$ cat src/rtl/phy_ctl_regs.sv
module phy_ctl_regs #(
  parameter int AW = 8
) (
  input  logic          clk,
  input  logic          rst_n,
  input  logic          bus_valid,
  input  logic          bus_write,
  input  logic [AW-1:0] bus_addr,
  input  logic [31:0]   bus_wdata,
  output logic [31:0]   bus_rdata,
  output logic          bus_rvalid,
  input  logic          cal_done,
  input  logic          dll_ready,
  input  logic [3:0]    rtrim,
  input  logic          ext_res,
  output logic [1:0]    freq_sel,
  output logic          out_tap_en,
  output logic [3:0]    out_tap_sel,
  output logic          in_tap_win,
  output logic [4:0]    in_tap_sel,
  output logic          in_tap_en,
  output logic [7:0]    rxen_dat,
  output logic          rxen_cmd,
  output logic          rxen_strb,
  output logic [7:0]    pu_dat,
  output logic          pu_cmd,
  output logic          pu_strb,
  output logic [7:0]    od_dat,
  output logic          od_cmd,
  output logic          od_strb,
  output logic [3:0]    strb_sel,
  output logic          rx_dly_clk,
  output logic          tx_dly_clk,
  output logic [2:0]    clkbuf_sel,
  output logic          pwr_up,
  output logic          dll_en,
  output logic          ret_on,
  output logic          ret_off,
  output logic [2:0]    drv_type,
  output logic          retrim,
  output logic          trim_en,
  output logic [3:0]    dll_icp
);
  localparam int DW = 16;
  localparam int NREG = 6;
  localparam int R_TAP = 0, R_RXEN = 1, R_PULL = 2, R_OD = 3, R_CLK = 4, R_PWR = 5;
  localparam logic [AW-1:0] STAT_OFF = AW'(8'h20);
  localparam logic [AW-1:0] PWR_OFF  = AW'(8'h18);

  logic [DW-1:0] ctl [NREG];
  logic [NREG-1:0] hit;
  logic [31:0] rd_word;
  logic [DW-1:0] wmask, wval;

  assign wmask = bus_wdata[31:16];
  assign wval  = bus_wdata[15:0];

  for (genvar g = 0; g < NREG; g++) begin : g_dec
    if (g == R_PWR) begin : g_pwr
      assign hit[g] = bus_addr == PWR_OFF;
    end else begin : g_lin
      assign hit[g] = bus_addr == AW'(4 * g);
    end
  end

  always_ff @(posedge clk) begin
    for (int i = 0; i < NREG; i++) begin
      if (!rst_n)
        ctl[i] <= '0;
      else if (bus_valid && bus_write && hit[i])
        ctl[i] <= (ctl[i] & ~wmask) | (wval & wmask);
    end
  end

  always_comb begin
    rd_word = '0;
    for (int i = 0; i < NREG; i++)
      if (hit[i]) rd_word = {16'h0, ctl[i]};
    if (bus_addr == STAT_OFF)
      rd_word = {25'h0, cal_done, dll_ready, rtrim, ext_res};
  end

  always_ff @(posedge clk) begin
    if (!rst_n) begin
      bus_rvalid <= 1'b0;
      bus_rdata  <= '0;
    end else begin
      bus_rvalid <= bus_valid && !bus_write;
      if (bus_valid && !bus_write)
        bus_rdata <= rd_word;
    end
  end

  assign in_tap_en   = ctl[R_TAP][0];
  assign in_tap_sel  = ctl[R_TAP][5:1];
  assign in_tap_win  = ctl[R_TAP][6];
  assign out_tap_sel = ctl[R_TAP][10:7];
  assign out_tap_en  = ctl[R_TAP][11];
  assign freq_sel    = ctl[R_TAP][13:12];

  assign rxen_dat  = ctl[R_RXEN][7:0];
  assign rxen_cmd  = ctl[R_RXEN][8];
  assign rxen_strb = ctl[R_RXEN][9];
  assign pu_dat    = ctl[R_PULL][7:0];
  assign pu_cmd    = ctl[R_PULL][8];
  assign pu_strb   = ctl[R_PULL][9];
  assign od_dat    = ctl[R_OD][7:0];
  assign od_cmd    = ctl[R_OD][8];
  assign od_strb   = ctl[R_OD][9];

  assign strb_sel   = ctl[R_CLK][3:0];
  assign rx_dly_clk = ctl[R_CLK][4];
  assign tx_dly_clk = ctl[R_CLK][5];
  assign clkbuf_sel = ctl[R_CLK][8:6];

  assign pwr_up   = ctl[R_PWR][0];
  assign dll_en   = ctl[R_PWR][1];
  assign ret_on   = ctl[R_PWR][2];
  assign ret_off  = ctl[R_PWR][3];
  assign drv_type = ctl[R_PWR][6:4];
  assign retrim   = ctl[R_PWR][7];
  assign trim_en  = ctl[R_PWR][8];
  assign dll_icp  = ctl[R_PWR][12:9];
endmodule

$ cat config.mk
export PLATFORM = sky130hd
export DESIGN_NAME = phy_ctl_regs
export DESIGN_NICKNAME = d
export VERILOG_FILES = /design/src/rtl/phy_ctl_regs.sv
export SDC_FILE = /design/constraint.sdc
export NUM_CORES = 1
export LEC_CHECK = 0
export ABC_AREA = 0
export CORE_UTILIZATION = 45
export CTS_CLUSTER_DIAMETER = 200
export DETAILED_ROUTE_END_ITERATION = 10
export HOLD_SLACK_MARGIN = 0.06
export PLACE_DENSITY = 0.74
export RECOVER_POWER = 100
export SLEW_MARGIN = 20
export SYNTH_ARGS = -nofsm -noshare
export SYNTH_HDL_FRONTEND = slang
export SYNTH_SLANG_ARGS = --single-unit
$ cat constraint.sdc
create_clock -name clk -period 4.7 [get_ports clk]
set_input_delay 1.41 -clock clk [delete_from_list [all_inputs] [get_ports clk]]
set_output_delay 1.41 -clock clk [all_outputs]
set_load 0.02 [all_outputs]
==> results.cfg <==
[outcome]
run_status = completed

[synthesis]
synth_cells = 574
yosys_register_bits = 113
synthesis.area_mm2 = 0.006226
leading_area_contributor_after_synthesis = sky130_fd_sc_hd__edfxtp_1
yosys-top-cells-area = sky130_fd_sc_hd__edfxtp_1, sky130_fd_sc_hd__nand2b_1, sky130_fd_sc_hd__buf_4
synthDistinctLibCells = 42
part_of_the_yosys_area_used_for_sequential_elements_pct = 51.77
synth_top_cell_area_share_pct = 46.30
syn_avg_cell_area_um2 = 10.85
yosys_warnings = 0

[sta]
timing.clock.skew_ps = 8.053
slew_at_the_pin_closest_to_its_max_slew_limit_ps = 1241
maxClockFrequency_mhz = 241.2
final_hold_viol_count = 0
final.hold.worst_slack_ps = 454.1
slew_violations = 0
setup_total_negative_slack_ps = 0
max-slew-margin-rel_pct = 16.43
layout_min_cycle_time_ps = 4145
grt_setup_unrepaired = no
setup_violations = 0
portion_of_the_clock_cycle_consumed_by_the_worst_path_in_the_final_layout_pct = 88.20

[route]
route.detailed.wl_per_inst_um = 21.91
route.antenna.remaining_nets = 0
dr_total_vias = 5151
wirelength_um = 18870
detailedRoute.firstIterationViolations = 477
dr.pass1.iters = 7
route.detailed.vias_per_inst = 5.983
drt_drc_violations_left = 0

[floorplanning]
die_height_um = 119.6
design.die.area_mm2 = 0.01431
initial_utilization_pct = 46.64
ioPinCount = 150
core-area_mm2 = 0.01335
rows = 42
floorplan.die.width_um = 119.6

[worst_hold_path]
class_of_the_most_critical_hold_timing_path = register to register

[power]
p_sw_share_pct = 22.91
static-leakage-power_nw = 2.862
ir_drop_uv = 253.6
power.net_switching_w = 0.0006485
internal_power_w = 0.002183
power.sequential.fraction_pct = 40.4
clock_power_share_pct = 49.9
power_frac_comb_pct = 9.7
power_density_mw_per_mm2 = 354.9

[critical_path]
path_type_of_the_worst_setup_path = input port to register
crit_path_start_kind = input port
worst_ep_arrival_time_ps = 4260
critical_path_peak_fanout = 9
endpoint_type_of_the_worst_setup_path = register
critical_path_required_ps = 4810

[finish]
finish.net_count = 723
post_route_cells_drive_above_1_share_pct = 7.883
num_antenna_cells = 0
area_growth_syn_to_layout_pct = 28.14
multiInputGateArea_mm2 = 0.002434
final-seq-area_mm2 = 0.003223
num-fill-cells = 1095

[grt]
first_global_vias = 4981
grt_pass1_wl_um = 28400
grt_remaining_overflow = 0
grt_max_degree = 34
grt.total_usage_pct = 26.76
antenna_found_initial = 0

[clocking]
ctsLongestPathBuffers = 2
cts.root.buffer_cell = sky130_fd_sc_hd__clkbuf_16
clock-sinks = 113
tritoncts = yes
cts.reportedPaths.clkPinSlew_ps = 60
clock_network_latency_to_the_later_pin_of_the_worst_skew_pair_ps = 420
cts_buffers = 17
cts_hold_buf = 0
htree_num_levels = 4
cts_resized = 0
cts_setup_buffers = 0

[placed_design]
finalWeightedCongestion = 0.9216
post-dp-hpwl_um = 12820
count_of_buffers_inserted_at_the_top_level_ports = 133

[job]
max_cap_viol_count = 0
[worst max-delay path, cell delays in order]
cell,delay [ps]
sky130_fd_sc_hd__dlygate4sd3_1,640
sky130_fd_sc_hd__or4b_1,790
sky130_fd_sc_hd__o21ai_0,1060
sky130_fd_sc_hd__buf_4,360
[worst paths after layout]
check,slack [ps],to,cells past startpoint,start
max reg2reg,3020,bus_rdata[6],4,ctl[1][6]
min,450,bus_rdata[8],2,bus_rdata[8]
min reg2reg,450,bus_rdata[8],2,bus_rdata[8]
max,550,ctl[2][7],4,bus_addr[7]
[sequential cells by signal (all words and copies together), names as in the netlist]
name        cells
bus_rdata      16
bus_rvalid      1
ctl            96
[metrics by stage]
step	worst slack, ps	cells	area (µm²)	power [W]	utilization, %
after floorplan	730.3	589	6282	0.001328	-
after global placement	833.2	829	7406	0.001441	55.48
after detailed placement	762.9	829	7406	0.001445	55.48
after CTS	1141	861	8041	0.002842	60.25
after global routing	488.1	861	7978	0.002887	59.77
final	554.5	861	7978	0.002831	59.77
[power groups by stage]
stage	clock network, W	registers (W)	logic, W
6_report	0.00141	0.00114	0.000275
5_1_grt	0.00145	0.00115	0.000290
3_3_place_gp	0	0.00116	0.000280
2_1_floorplan	0	0.00116	0.000168
4_1_cts	0.00141	0.00114	0.000286
3_5_place_dp	0	0.00116	0.000283
[cells in the mapped netlist (all sizes together)]
master and number:
and2 1, mux4 10, o21ai 16, a2bb2oi 9
or4b 2, a21oi 98, or3 6, o221ai 7
nor4bb 1, o211ai 12, buf 83, clkbuf 8
nor2 11, nand3b 1, and3 1, nand4b 1
nand4 2, nor2b 3, edfxtp 96, o31ai 1
o32ai 6, nor4b 2, o211a 1, dfxtp 17
a22oi 6, mux2i 6, nand3 14, inv 7
nand2b 97, o21a 6, conb 1, nand2 33
a22o 6, nor3 1, nor4 2
[metal layers]
layer  share of wire [%]  global-route usage [%]  up-vias
met1                  38                   34.53     2510
met4                 2.4                   11.09        0
met2                  49                   43.28      358
met5                   0                       0        -
li1                    -                       -     2238
met3                  11                   6.274       45
[layout make-up]
class	instances	share of cell area (%)
Clock buffer	21	5.646
Clock inverter	11	2.321
Inverter	7	0.3294
Multi-Input combinational cell	378	30.50
Sequential cell	113	40.40
Tap cell	176	2.760
Timing Repair Buffer	155	18.04
[cell usage in the layout (no fill, tap or decap), types with 3 or more instances in the layout]
cell	n
sky130_fd_sc_hd__dlygate4sd3_1	88
sky130_fd_sc_hd__edfxtp_1	96
sky130_fd_sc_hd__clkbuf_1	17
sky130_fd_sc_hd__o211ai_1	12
sky130_fd_sc_hd__bufinv_16	5
sky130_fd_sc_hd__o21a_1	6
sky130_fd_sc_hd__a2bb2oi_1	9
sky130_fd_sc_hd__or3_1	6
sky130_fd_sc_hd__o221ai_1	7
sky130_fd_sc_hd__clkinv_2	3
sky130_fd_sc_hd__buf_4	8
sky130_fd_sc_hd__nor2_1	11
sky130_fd_sc_hd__a22o_1	6
sky130_fd_sc_hd__nand2b_1	97
sky130_fd_sc_hd__clkdlybuf4s50_1	44
sky130_fd_sc_hd__mux4_2	10
sky130_fd_sc_hd__nand2_1	33
sky130_fd_sc_hd__clkbuf_16	17
sky130_fd_sc_hd__inv_1	7
sky130_fd_sc_hd__a21oi_1	98
sky130_fd_sc_hd__conb_1	16
sky130_fd_sc_hd__nand3_1	13
sky130_fd_sc_hd__mux2i_1	6
sky130_fd_sc_hd__a22oi_1	6
sky130_fd_sc_hd__nor2b_1	3
sky130_fd_sc_hd__o32ai_1	6
sky130_fd_sc_hd__dfxtp_1	17
sky130_fd_sc_hd__o21ai_0	15
[cell families (layout without fill, tap and decap cells)]
kind of cell,after synthesis,after routing,share of synthesized area [%]
simple gates,178,178,16.90
flops,113,113,51.77
compound gates,168,168,16.28
other cells,1,16,0.06023
buf+inv,98,194,10.41
mux,16,16,4.582
No activity file was read; power rests on OpenSTA's default activity.
